**src/rtl/mdio_bridge_pkg.sv**
```systemverilog
package mdio_bridge_pkg;
  localparam int HDR_BITS = 12;
  localparam logic [1:0] OP_WRITE  = 2'b01;
  localparam logic [1:0] OP_READ   = 2'b10;
  localparam logic [1:0] MODE_PAGE = 2'b11;
  localparam logic [1:0] MODE_REG  = 2'b10;

  typedef struct packed {
    logic [1:0] op;
    logic [4:0] phy;
    logic [4:0] rga;
  } mdio_hdr_t;
endpackage

```
**src/rtl/mdio_frame_rx.sv**
```systemverilog
module mdio_frame_rx
  import mdio_bridge_pkg::*;
#(
  parameter int SYNC_STAGES = 2,
  parameter int HALF_W      = 16
) (
  input  logic              clk,
  input  logic              rst,
  input  logic              mdc,
  input  logic              mdio_i,
  input  logic              respond,
  input  logic [HALF_W-1:0] rd_half,
  output mdio_hdr_t         hdr,
  output logic              hdr_evt,
  output logic              wr_evt,
  output logic [HALF_W-1:0] wdata,
  output logic              mdio_o,
  output logic              mdio_oe
);
  localparam int CNT_W = $clog2(HALF_W) + 1;

  typedef enum logic [2:0] {S_IDLE, S_START, S_HDR, S_TA, S_DATA} st_e;

  logic [SYNC_STAGES-1:0] mdc_sync, dio_sync;
  logic mdc_q;

  generate
    if (SYNC_STAGES == 1) begin : g_sync1
      always_ff @(posedge clk) begin
        mdc_sync <= mdc;
        dio_sync <= mdio_i;
      end
    end else begin : g_syncn
      always_ff @(posedge clk) begin
        mdc_sync <= {mdc_sync[SYNC_STAGES-2:0], mdc};
        dio_sync <= {dio_sync[SYNC_STAGES-2:0], mdio_i};
      end
    end
  endgenerate

  wire mdc_s = mdc_sync[SYNC_STAGES-1];
  wire din   = dio_sync[SYNC_STAGES-1];
  wire rise  = mdc_s & ~mdc_q;

  st_e                 st;
  logic [CNT_W-1:0]    cnt;
  logic [HDR_BITS-1:0] hsh;
  logic [HALF_W-1:0]   dsh, osh;
  logic                ones;

  wire [HDR_BITS-1:0] hnext = {hsh[HDR_BITS-2:0], din};

  always_ff @(posedge clk) begin
    if (rst) begin
      mdc_q   <= 1'b0;
      st      <= S_IDLE;
      cnt     <= '0;
      hsh     <= '0;
      dsh     <= '0;
      osh     <= '0;
      ones    <= 1'b0;
      hdr     <= '0;
      hdr_evt <= 1'b0;
      wr_evt  <= 1'b0;
      wdata   <= '0;
      mdio_o  <= 1'b0;
      mdio_oe <= 1'b0;
    end else begin
      mdc_q   <= mdc_s;
      hdr_evt <= 1'b0;
      wr_evt  <= 1'b0;
      if (rise) begin
        case (st)
          S_IDLE: begin
            if (din) ones <= 1'b1;
            else if (ones) begin
              ones <= 1'b0;
              st   <= S_START;
            end
          end
          S_START: begin
            cnt <= '0;
            st  <= din ? S_HDR : S_IDLE;
          end
          S_HDR: begin
            hsh <= hnext;
            cnt <= cnt + 1'b1;
            if (cnt == CNT_W'(HDR_BITS - 1)) begin
              cnt <= '0;
              if (hnext[11:10] == OP_WRITE || hnext[11:10] == OP_READ) begin
                hdr     <= hnext;
                hdr_evt <= 1'b1;
                st      <= S_TA;
              end else begin
                st <= S_IDLE;
              end
            end
          end
          S_TA: begin
            if (cnt == '0) begin
              cnt     <= cnt + 1'b1;
              mdio_oe <= respond && (hdr.op == OP_READ);
              mdio_o  <= 1'b0;
            end else begin
              cnt    <= '0;
              st     <= S_DATA;
              mdio_o <= rd_half[HALF_W-1];
              osh    <= {rd_half[HALF_W-2:0], 1'b0};
            end
          end
          S_DATA: begin
            dsh    <= {dsh[HALF_W-2:0], din};
            cnt    <= cnt + 1'b1;
            mdio_o <= osh[HALF_W-1];
            osh    <= {osh[HALF_W-2:0], 1'b0};
            if (cnt == CNT_W'(HALF_W - 1)) begin
              cnt     <= '0;
              mdio_oe <= 1'b0;
              mdio_o  <= 1'b0;
              st      <= S_IDLE;
              if (hdr.op == OP_WRITE) begin
                wr_evt <= 1'b1;
                wdata  <= {dsh[HALF_W-2:0], din};
              end
            end
          end
          default: st <= S_IDLE;
        endcase
      end
    end
  end
endmodule

```
**src/rtl/mdio_half_assembler.sv**
```systemverilog
module mdio_half_assembler
  import mdio_bridge_pkg::*;
#(
  parameter int DATA_W = 32,
  parameter int PAGE_W = 10
) (
  input  logic                       clk,
  input  logic                       rst,
  input  mdio_hdr_t                  hdr,
  input  logic                       hdr_evt,
  input  logic                       wr_evt,
  input  logic [DATA_W/2-1:0]        wdata,
  output logic                       respond,
  output logic [DATA_W/2-1:0]        rd_half,
  output logic [PAGE_W-1:0]          page,
  output logic                       bus_req,
  output logic                       bus_we,
  output logic [PAGE_W+6:0]          bus_addr,
  output logic [DATA_W-1:0]          bus_wdata,
  input  logic                       bus_ack,
  input  logic [DATA_W-1:0]          bus_rdata
);
  localparam int HALF_W  = DATA_W / 2;
  localparam int WADDR_W = PAGE_W + 7;

  wire [1:0]         mode     = hdr.phy[4:3];
  wire               is_reg   = (mode == MODE_REG);
  wire               is_pgcmd = (mode == MODE_PAGE) && (hdr.phy[2:0] == 3'd0) && (hdr.rga == 5'd0);
  wire               hi_half  = hdr.rga[0];
  wire [WADDR_W-1:0] word     = {page, hdr.phy[2:0], hdr.rga[4:1]};

  logic [HALF_W-1:0]  stage, hold;
  logic [WADDR_W-1:0] stage_tag, hold_tag;
  logic               stage_v, hold_v;

  assign respond = is_reg;

  always_ff @(posedge clk) begin
    if (rst) begin
      page      <= '0;
      stage     <= '0;
      stage_tag <= '0;
      stage_v   <= 1'b0;
      hold      <= '0;
      hold_tag  <= '0;
      hold_v    <= 1'b0;
      rd_half   <= '0;
      bus_req   <= 1'b0;
      bus_we    <= 1'b0;
      bus_addr  <= '0;
      bus_wdata <= '0;
    end else begin
      if (bus_req && bus_ack) begin
        bus_req <= 1'b0;
        if (!bus_we) begin
          rd_half  <= bus_rdata[HALF_W-1:0];
          hold     <= bus_rdata[DATA_W-1:HALF_W];
          hold_tag <= bus_addr;
          hold_v   <= 1'b1;
        end
      end
      if (hdr_evt && is_reg && hdr.op == OP_READ) begin
        if (!hi_half) begin
          bus_req  <= 1'b1;
          bus_we   <= 1'b0;
          bus_addr <= word;
          hold_v   <= 1'b0;
          rd_half  <= '0;
        end else begin
          rd_half <= (hold_v && hold_tag == word) ? hold : '0;
        end
      end
      if (wr_evt) begin
        if (is_pgcmd) begin
          page <= wdata[PAGE_W-1:0];
        end else if (is_reg) begin
          if (!hi_half) begin
            stage     <= wdata;
            stage_tag <= word;
            stage_v   <= 1'b1;
          end else begin
            stage_v <= 1'b0;
            if (stage_v && stage_tag == word) begin
              bus_req   <= 1'b1;
              bus_we    <= 1'b1;
              bus_addr  <= word;
              bus_wdata <= {wdata, stage};
            end
          end
        end
      end
    end
  end
endmodule

```
**src/rtl/mdio_page_bridge.sv**
```systemverilog
module mdio_page_bridge
  import mdio_bridge_pkg::*;
#(
  parameter int SYNC_STAGES = 2,
  parameter int DATA_W      = 32,
  parameter int PAGE_W      = 10
) (
  input  logic                 clk,
  input  logic                 rst,
  input  logic                 mdc,
  input  logic                 mdio_i,
  output logic                 mdio_o,
  output logic                 mdio_oe,
  output logic                 bus_req,
  output logic                 bus_we,
  output logic [PAGE_W+6:0]    bus_addr,
  output logic [DATA_W-1:0]    bus_wdata,
  input  logic                 bus_ack,
  input  logic [DATA_W-1:0]    bus_rdata
);
  localparam int HALF_W  = DATA_W / 2;
  localparam int WADDR_W = PAGE_W + 7;

  mdio_hdr_t         hdr;
  logic              hdr_evt, wr_evt, respond;
  logic [HALF_W-1:0] wdata, rd_half;
  logic [PAGE_W-1:0] page;

  mdio_frame_rx #(
    .SYNC_STAGES(SYNC_STAGES),
    .HALF_W     (HALF_W)
  ) u_rx (
    .clk    (clk),
    .rst    (rst),
    .mdc    (mdc),
    .mdio_i (mdio_i),
    .respond(respond),
    .rd_half(rd_half),
    .hdr    (hdr),
    .hdr_evt(hdr_evt),
    .wr_evt (wr_evt),
    .wdata  (wdata),
    .mdio_o (mdio_o),
    .mdio_oe(mdio_oe)
  );

  mdio_half_assembler #(
    .DATA_W(DATA_W),
    .PAGE_W(PAGE_W)
  ) u_asm (
    .clk      (clk),
    .rst      (rst),
    .hdr      (hdr),
    .hdr_evt  (hdr_evt),
    .wr_evt   (wr_evt),
    .wdata    (wdata),
    .respond  (respond),
    .rd_half  (rd_half),
    .page     (page),
    .bus_req  (bus_req),
    .bus_we   (bus_we),
    .bus_addr (bus_addr),
    .bus_wdata(bus_wdata),
    .bus_ack  (bus_ack),
    .bus_rdata(bus_rdata)
  );
endmodule

```
**config.mk**
```make
export PLATFORM = sky130hd
export DESIGN_NAME = mdio_page_bridge
export DESIGN_NICKNAME = d
export VERILOG_FILES = /design/src/rtl/mdio_bridge_pkg.sv /design/src/rtl/mdio_frame_rx.sv /design/src/rtl/mdio_half_assembler.sv /design/src/rtl/mdio_page_bridge.sv
export SDC_FILE = /design/constraint.sdc
export NUM_CORES = 1
export LEC_CHECK = 0
export BUFFER_PORTS_ARGS = -buffer_cell sky130_fd_sc_hd__buf_2
export CORE_ASPECT_RATIO = 1.2
export CORE_UTILIZATION = 25
export DETAILED_ROUTE_END_ITERATION = 10
export HOLD_SLACK_MARGIN = 0.15
export SYNTH_ARGS = -nofsm -noshare
export SYNTH_HDL_FRONTEND = slang
export SYNTH_SLANG_ARGS = --single-unit
```
**constraint.sdc**
```tcl
create_clock -name clk -period 2.4 [get_ports clk]
set_input_delay 0 -clock clk [delete_from_list [all_inputs] [get_ports clk]]
set_output_delay 0 -clock clk [all_outputs]
set_load 0.02 [all_outputs]
```
==> impl_metrics.csv, run 1 <==
group,metric,value,unit
cells_and_area,drive_gt1_share,14.0,%
cells_and_area,syn_to_final_growth,25.8,%
synthesis,synth-edff-count,0,
synthesis,synth_cell_types,54,
synthesis,syn_avg_cell_area,8.29,sq um
floorplanning,io_pins,90,
synthesis,synth_top_flop_cell,"dfxtp_1",
setup_path,cp.buffers_inverters,2,
cells_and_area,insertedDiodeCount,0,
sta,slew_headroom,49.3,%
drt,drcViolationCount,0,
cells_and_area,fillers,3902,
synthesis,synth_seq_cells,232,
cells_and_area,regArea,4640,sq um
clocking,cts_max_level,1,
floorplanning,die-area,39200,sq um
clocking,root_buffer,"clkbuf_16",
cells_and_area,instances_no_fill,1770,
sta,hold_viol,0,
global_routing,grt_pass1_vias,8340,
setup_path,startpoint_type,"register",
sta,max_slew.worst_pin.slew,758,ps
global_routing,grt_pass1_wl,44500,um
drt,via_count,8538,
drt,drt_iter0_drc,547,
drt,vias_per_cell,4.82,
setup_path,cp_common_cell,"nor2_1",
floorplanning,rows,78,
power,powerDensity,694,nW/um^2
clocking,cts_buffer_depth,3,
synthesis,syn_inst,1158,
sta,maxSlewViolCount,0,
drt,wl_per_cell,15.4,um
run,cap_violations,0,
cells_and_area,final_nets,1313,
cells_and_area,multi_input_area,4550,sq um
setup_path,cp_max_fo,6,
setup_path,cpPeakStageDelay,380,ps
synthesis,seq_area_frac_synth,48.4,%
clocking,cts.sinks,232,
synthesis,syn_nets,1199,
min_path,hold_path_class,"register to register",
setup_path,worstPathRequired,2790,ps
power,power.leakage,4.37,nW
placed_design,place_inst,1669,
clocking,clk_pin_slew,50,ps
sta,finalCriticalPeriod,2160,ps
sta,finalCritPeriodShare,90.2,%
setup_path,worst_setup_path_end_kind,"register",
floorplanning,die_x,181,um
setup_path,cp_top_family,"simple AND/OR/NAND/NOR gates",
power,peakVddDrop,376,uV
drt,first_pass_iters,5,
floorplanning,start_util,25.4,%
setup_path,path_cells,"ha_1 > and2_2 > nand2_1 > inv_1 > ha_2 > nor2_1 > a2111oi_2 > buf_4 > mux2i_1 > nor2_1",
clocking,clk_latency,530,ps
floorplanning,die-height,217,um
drt,drt-total-wl,27200,um
placed_design,dp_hpwl,17300,um
synthesis,ys_warn_count,0,
synthesis,netlist_area,9600,sq um
sta,max_freq,462,MHz
global_routing,gr-total-overflow,0,
setup_path,crit_type,"register to register",
placed_design,routabilityCongestion,0.816,
sta,setup_violations,0,
run_status,status,"finished clean",
drt,antenna_left,0,
sta,clock_skew,11.5,ps
setup_path,arrival,2550,ps
clocking,cts_tree,"built",
clocking,numCtsBuffers,27,
global_routing,antenna_found_initial,0,
sta,finalSetupTns,0,ps
floorplanning,core,37800,sq um
global_routing,grt_max_degree,141,
synthesis,async_reset_ff_share,0,%
global_routing,grtUsageTotal,13.8,%
sta,grt_setup_unrepaired,"no",
setup_path,cpMaxStageDelayCell,"dfxtp_1",
placed_design,numPortBuffers,89,
-- area by class of cell --
| type | instances | area share, % |
|---|---|---|
| clock buffer | 36 | 6.37 |
| clock inverter | 11 | 1.33 |
| inverter | 10 | 0.311 |
| multi-input combinational | 824 | 37.7 |
| sequential | 232 | 38.5 |
| tap | 480 | 4.97 |
| timing repair buffer | 177 | 10.9 |
-- synthesized netlist by cell type, drive strengths merged, types with 18 or more instances --
master | instances | share of area [%]
dfxtp | 232 | 48
nand2 | 224 | 8.8
a21oi | 140 | 7.3
nor2 | 87 | 3.4
clkbuf | 76 | 3.0
nand3 | 72 | 3.8
o21ai | 54 | 2.8
mux2i | 37 | 3.9
o211ai | 34 | 2.7
nor2b | 22 | 1.4
a2bb2oi | 18 | 1.6
xor2 | 18 | 1.6
-- layout by cell type (no fill, tap or decap), types with 4 or more instances in the layout --
cell type and instances:
dfxtp_1 232, nand2_1 223, a21oi_1 140, buf_2 88
nor2_1 84, nand3_1 72, o21ai_0 54, dlygate4sd3_1 54
mux2i_1 37, o211ai_1 34, buf_4 29, clkbuf_16 27
nor2b_1 22, a2bb2oi_1 18, xor2_1 18, a211oi_1 17
xnor2_1 17, a311oi_1 15, nand4_1 9, inv_1 9
nor3_1 6, clkbuf_8 6, nand3b_1 5, nor4_1 5
clkinv_2 5, buf_12 5, and3_1 4, bufinv_16 4
-- where the power goes --
group,internal (W),switching (W),total (W)
clock network,0.00266,0.00162,0.00428
registers,0.00387,0.0000134,0.00388
logic,0.0000909,0.000123,0.000214
-- registers in the layout, summed over array words and instances (netlist names), 16 cells and up --
name and cells:
u_asm.hold_tag 17, u_asm.bus_addr 17, u_asm.rd_half 16, u_asm.bus_wdata 32, u_asm.hold 16, u_asm.stage 16
u_asm.stage_tag 17, u_rx.wdata 16
-- logic make-up (layout without fill, tap and decap cells) --
logic type,Yosys count,count (layout),synth area share [%]
AO/OA/AOI/OAI,291,291,18.2
XOR/XNOR,35,35,3.19
adder cells (fa/ha/maj),4,4,0.522
buffers and inverters,102,234,4.34
flip-flops,232,232,48.4
multiplexers,37,37,3.86
AND/OR/NAND/NOR,457,457,21.5
-- stage by stage --
stage	power (W)	utilization, %	cell area (sq um)	setup WS, ps	hold WS (ps)
after CTS	0.00848	31.9	12100	102	331
final	0.00838	32.0	12100	235	328
after floorplan	0.00405	-	9600	239	27.7
after detailed placement	0.00413	28.0	10600	120	105
after global placement	0.00413	28.0	10600	231	105
after global routing	0.00868	32.0	12100	23.3	340
-- per-layer routing --
layer	wire (um)	up-vias	GRT usage, %	part of all wire [%]
met3	1210	32	2.07	4.5
met5	0	-	0	0
met1	12200	4065	17.7	45
li1	-	4252	-	-
met2	13400	189	24.2	49
met4	407	0	2.88	1.5
-- what timing repair did --
| item | 4_1_cts | 5_1_grt |
|---|---|---|
| buffers inserted | 0 | 0 |
| hold buffers | 54 | 0 |
| endpoints found under the setup margin | 0 | 28 |
| hold endpoints to repair | 81 | 0 |
| resized for setup | 0 | 4 |
-- final timing paths --
path	cells after the start	startpoint	slack [ps]	end
hold / removal	0	u_rx.mdc_sync[0]	330	u_rx.mdc_sync[1]
setup reg to reg	10	u_rx.cnt[0]	240	u_rx.st[1]
setup / recovery	10	u_rx.cnt[0]	240	u_rx.st[1]
hold reg to reg	0	u_rx.mdc_sync[0]	330	u_rx.mdc_sync[1]
No activity file was read; power rests on OpenSTA's default activity.
==> run 2, diff against run 1 <==
Settings changed: ABC_AREA from default to 1, SETUP_SLACK_MARGIN from default to 0.05.
==> run 2 against run 1 <==
Compared with the run above:
- flip-flop and latch count did not move
- worst hold slack got worse by 24 ps
- largest power group unchanged
- global-route usage decreased by 0.50 points
- largest cell class unchanged
- synthesized area fell by 3.8%
- critical endpoint is now u_rx.wdata[2]
- highest routed layer unchanged
==> impl_metrics.csv, run 2 <==
group,metric,value,unit
setup_path,worstPathRequired,2820,ps
floorplanning,io_pins,90,
run,cap_violations,0,
run_status,status,"finished clean",
sta,finalCriticalPeriod,2000,ps
synthesis,synth_seq_cells,232,
drt,antenna_left,0,
setup_path,arrival,2430,ps
cells_and_area,max_flop_register,"u_asm.bus_wdata",
global_routing,grtUsageTotal,13.3,%
synthesis,synth_top_flop_cell,"dfxtp_1",
synthesis,synth.area.top_cells,"dfxtp_1 50%, o21ai_0 11%, nor2_1 10%, nand2_1 6.3%, a21oi_1 5.1%",
sta,finalSetupTns,0,ps
placed_design,dp_hpwl,16500,um
setup_path,crit_type,"register to register",
synthesis,yosys.area_share.xor_xnor,1.04,%
global_routing,grt_pass1_vias,8053,
synthesis,synth_compound_area_share,19.0,%
power,power.total,0.00883,W
power,power.leakage,4.97,nW
synthesis,synth_cell_types,40,
clocking,numCtsBuffers,26,
sta,hold_ws,304,ps
synthesis,ys_top_cells_by_count,"247 x nor2_1, 232 x dfxtp_1, 194 x o21ai_0",
clocking,cts_max_level,1,
drt,wl_met1,12000,um
cells_and_area,final_nets,1389,
cells_and_area,fillers,3846,
power,peakVddDrop,420,uV
global_routing,antenna_found_initial,0,
synthesis,async_reset_ff_share,0,%
synthesis,synth_fa_ha_area_share,0.542,%
cells_and_area,largest_reg_flops,32,
clocking,cts_tree,"built",
drt,via_count,8277,
drt,wl_met2,11500,um
floorplanning,core,36100,sq um
synthesis,synth_top_family_by_area,"simple AND/OR/NAND/NOR gates",
drt,wl_per_cell,13.6,um
cells_and_area,drive_gt1_share,14.0,%
cells_and_area,design_area,11500,sq um
setup_path,startpoint_type,"register",
floorplanning,die_x,177,um
synthesis,syn_inst,1229,
synthesis,syn_nets,1270,
synthesis,synth-edff-count,0,
synthesis,seq_area_frac_synth,50.3,%
synthesis,ys_warn_count,0,
sta,maxSlewViolCount,0,
drt,drt_iter0_drc,470,
cells_and_area,insertedDiodeCount,0,
sta,grt_setup_unrepaired,"no",
sta,max_slew.worst_pin.slew,713,ps
drt,dr_wl_met3,1070,um
clocking,cts.sinks,232,
drt,vias_per_cell,4.51,
synthesis,synth_top_area_share,50.3,%
floorplanning,start_util,25.6,%
cells_and_area,layout_common_cells,"246 x nor2_1, 232 x dfxtp_1, 194 x o21ai_0",
setup_path,cp_max_fo,13,
synthesis,synth_top_cell_by_area,"dfxtp_1",
clocking,root_buffer,"clkbuf_16",
synthesis,synth_mux_area_share,0,%
global_routing,gr-total-overflow,0,
floorplanning,rows,76,
sta,setup_violations,0,
global_routing,grt_pass1_wl,40800,um
sta,slew_headroom,52.4,%
drt,drt-total-wl,25000,um
drt,topRoutingLayerUsed,"met4",
cells_and_area,final_common_cell,"nor2_1",
sta,finalCritPeriodShare,83.5,%
synthesis,netlist_area,9240,sq um
clocking,clk_pin_slew,60,ps
global_routing,grt_max_degree,86,
drt,first_pass_iters,5,
drt,drcViolationCount,0,
placed_design,numPortBuffers,89,
placed_design,routabilityCongestion,0.820,
placed_design,dpl_cell_area,10200,sq um
clocking,ctsResizeCount,0,
sta,hold_viol,0,
synthesis,yosys.area_share.simple,21.6,%
min_path,hold_path_class,"input pin to register",
synthesis,syn_avg_cell_area,7.52,sq um
power,powerDensity,766,nW/um^2
clocking,clk_latency,530,ps
floorplanning,die-height,213,um
floorplanning,die-area,37700,sq um
synthesis,synth.most_common_cell,"nor2_1",
cells_and_area,syn_to_final_growth,24.9,%
sta,clock_skew,28.1,ps
setup_path,worst_setup_path_end_kind,"register",
clocking,cts_buffer_depth,3,
sta,max_freq,499,MHz
[run 2: worst paths after layout]
kind,slack (ps),start,cells past startpoint,endpoint
hold / removal,300,bus_rdata[27],4,u_asm.hold[11]
setup reg to reg,400,u_rx.cnt[1],9,u_rx.wdata[2]
hold reg to reg,330,u_rx.dio_sync[0],0,u_rx.dio_sync[1]
setup / recovery,400,u_rx.cnt[1],9,u_rx.wdata[2]
[run 2: repair_timing]
| item | CTS | global route |
|---|---|---|
| setup buffers | 0 | 0 |
| endpoints found under the hold margin | 111 | 0 |
| hold buffers | 48 | 0 |
[run 2: through the flow]
stage	instances	setup WS, ps	utilization, %
after floorplan	1229	829	-
after global placement	1740	453	28.1
after detailed placement	1740	408	28.1
after CTS	1835	374	31.9
after global routing	1835	123	31.9
final	1835	396	31.9
[run 2: layout make-up]
cell class,count,area [sq um],share of cell area (%)
multi-input combinational,825,3900,33.8
timing repair buffer,161,1120,9.70
sequential,232,4640,40.3
clock buffer,36,759,6.59
inverter,102,385,3.34
clock inverter,11,136,1.18
tap,468,586,5.08
[run 2: kinds of logic after synthesis]
family          Yosys count
simple gates            475
compound gates          335
flops                   232
buf+inv                 172
xor+xnor                 11
fa+ha+maj                 4
[run 2: worst max-delay path: stages (launching register included)]
cell	delay (ps)
dfxtp_1	370
ha_1	200
nand2_1	80
nor2_1	140
ha_1	190
nand3_1	150
nor2_4	330
buf_4	230
nor2_1	50
a211oi_1	170
[run 2: layer usage]
layer,vias up,global-route usage [%]
met1,3781,17.8
li1,4272,-
met5,-,0
met4,0,3.42
met3,32,1.86
met2,192,22.2
[run 2: power by group]
part           leakage, nW  internal (W)  switching [W]
registers             1.87       0.00396      0.0000778
clock network        0.444       0.00253        0.00158
logic                 2.66      0.000243       0.000441
==> run 3, diff against run 2 <==
Clock period 2.4 ns to 2 ns, I/O delays scaled along.
==> run 3 against run 2 <==
Compared with the run above:
- routed wire length is 1.4% higher
- non-clock buffer count is 7 higher
- total power is 21% higher
- combinational power is 25% higher
- clock power is 22% higher
- clock skew is 11 ps lower
- flip-flop and latch count stayed put
- setup slack worse by 180 ps
- utilization is 0.33 points higher
==> impl_metrics.csv, run 3 (synthesis results as in run 2) <==
group,metric,value,unit
setup_path,rr_startpoint,"u_rx.hdr[0]",
run,cap_violations,0,
clocking,clk_latency,530,ps
cells_and_area,layout_common_cells,"244 x nor2_1, 230 x dfxtp_1, 193 x o21ai_0",
run_status,status,"finished clean",
placed_design,routabilityCongestion,0.836,
global_routing,grt_max_degree,64,
global_routing,grt_pass1_wl,40700,um
global_routing,grt_pass1_vias,7782,
floorplanning,die-area,37700,sq um
setup_path,reg2reg_depth,9,
clocking,cts.sinks,232,
drt,drcViolationCount,0,
drt,antenna_left,0,
sta,max_slew.worst_pin.slew,575,ps
placed_design,numPortBuffers,89,
floorplanning,core,36100,sq um
cells_and_area,multi_input_area,3940,sq um
drt,vias_per_cell,4.52,
sta,setup_violations,0,
power,power.leakage,5.04,nW
setup_path,cp_max_fo,33,
sta,grt_setup_unrepaired,"no",
placed_design,preCtsSetupSlack,119,ps
clocking,clk_pin_slew,60,ps
power,peakVddDrop,682,uV
clocking,root_buffer,"clkbuf_16",
setup_path,path_cells,"nand2_1 > a21oi_1 > nand2_1 > nor2_1 > nand3_2 > nor2_4 > buf_6 > o21ai_0 > nor2_1",
sta,maxSlewViolCount,0,
cells_and_area,syn_to_final_growth,26.1,%
drt,drt-total-wl,25400,um
sta,finalSetupTns,0,ps
setup_path,cpPeakStageDelay,470,ps
cells_and_area,final_util,32.2,%
global_routing,antenna_found_initial,0,
clocking,cts_tree,"built",
setup_path,crit_type,"register to register",
sta,max_freq,561,MHz
cells_and_area,max_flop_register,"u_asm.bus_wdata",
drt,wl_per_cell,13.8,um
setup_path,worst_setup_path_end_kind,"register",
cells_and_area,regArea,4650,sq um
cells_and_area,largest_reg_flops,32,
clocking,numCtsBuffers,27,
placed_design,dp_hpwl,17000,um
sta,fin_ws,218,ps
sta,finalCriticalPeriod,1780,ps
sta,hold_viol,0,
setup_path,worstPathRequired,2450,ps
setup_path,cpMaxStageDelayCell,"dfxtp_1",
floorplanning,die_x,177,um
drt,via_count,8329,
floorplanning,die-height,213,um
min_path,hold_path_class,"input pin to register",
cells_and_area,final_common_cell,"nor2_1",
global_routing,gr-total-overflow,0,
clocking,cts_buffer_depth,3,
cells_and_area,fillers,3823,
setup_path,arrival,2240,ps
setup_path,r2r_setup_slack,220,ps
cells_and_area,insertedDiodeCount,0,
sta,finalCritPeriodShare,89.1,%
min_path,holdPathEnd,"u_asm.hold[5]",
clocking,cts_max_level,1,
power,powerDensity,921,nW/um^2
drt,first_pass_iters,5,
floorplanning,rows,76,
setup_path,cp.buffers_inverters,1,
drt,drt_iter0_drc,576,
cells_and_area,drive_gt1_share,15.8,%
setup_path,r2r-end,"u_asm.bus_wdata[18]",
sta,slew_headroom,61.6,%
setup_path,cp_top_family,"simple AND/OR/NAND/NOR gates",
min_path,worstHoldStart,"bus_rdata[21]",
global_routing,grtUsageTotal,13.3,%
cells_and_area,final_nets,1397,
sta,hold_ws,289,ps
sta,clock_skew,17.0,ps
min_path,worstHoldPathCells,4,
floorplanning,start_util,25.6,%
floorplanning,io_pins,90,
setup_path,startpoint_type,"register",
-- run 3: changes by cell type in the layout (fill, tap and decap cells not counted), sizes merged --
cell         change
buf             +17
dlygate4sd3     -10
clkinv           +3
clkbuf           -1
clkinvlp         -1
inv              +1
-- run 3: repair_timing --
action,4_1_cts,5_1_grt
gates resized for setup,0,12
endpoints found under the setup margin,0,60
buffers inserted,0,5
endpoints found under the hold margin,101,0
hold buffers,38,0
-- run 3: how the worst max path moves through the flow --
| stage | cells past startpoint | start | slack, ps | to |
|---|---|---|---|---|
| floorplan | 9 | u_rx.cnt[0] | 430 | u_rx.wdata[9] |
| global route | 9 | u_rx.hdr[0] | 50 | u_asm.bus_wdata[0] |
| detailed placement | 9 | u_rx.hdr[0] | 120 | u_asm.bus_addr[11] |
| finish | 9 | u_rx.hdr[0] | 220 | u_asm.bus_wdata[18] |
| global placement | 9 | u_rx.hdr[0] | 120 | u_asm.bus_addr[11] |
| CTS | 9 | u_rx.hdr[0] | 110 | u_asm.bus_addr[11] |
-- run 3: worst register-to-register path: stages (launching register included) --
cell,delay [ps]
dfxtp_1,470
nand2_1,90
a21oi_1,170
nand2_1,70
nor2_1,140
nand3_2,150
nor2_4,130
buf_6,260
o21ai_0,140
nor2_1,100
-- run 3: final cells by class --
cell class / instances / share of cell area, %
clock inverter: 14 / 1.31
sequential: 232 / 39.9
clock buffer: 35 / 6.57
timing repair buffer: 168 / 10.1
multi-input combinational: 825 / 33.8
tap: 468 / 5.03
inverter: 102 / 3.31
-- run 3: layer usage --
layer	part of all wire (%)	GRT usage (%)	wire length, um	vias to the layer above
met4	2.1	3.60	536	0
met1	49	17.9	12300	3849
met3	4.0	2.11	1010	31
met2	45	21.9	11500	167
li1	-	-	-	4282
met5	0	0	0	-
-- run 3: stage by stage --
stage / cells / area (sq um) / total power, W
final: 1844 / 11600 / 0.0107
after global placement: 1752 / 10300 / 0.00570
after floorplan: 1229 / 9240 / 0.00549
after global routing: 1844 / 11600 / 0.0112
after CTS: 1839 / 11600 / 0.0108
after detailed placement: 1752 / 10300 / 0.00571
-- run 3: power by group --
group | internal, W | leakage [nW] | switching, W | total [W]
clock network | 0.00308 | 0.465 | 0.00194 | 0.00502
logic | 0.000314 | 2.71 | 0.000541 | 0.000856
registers | 0.00476 | 1.87 | 0.0000948 | 0.00485
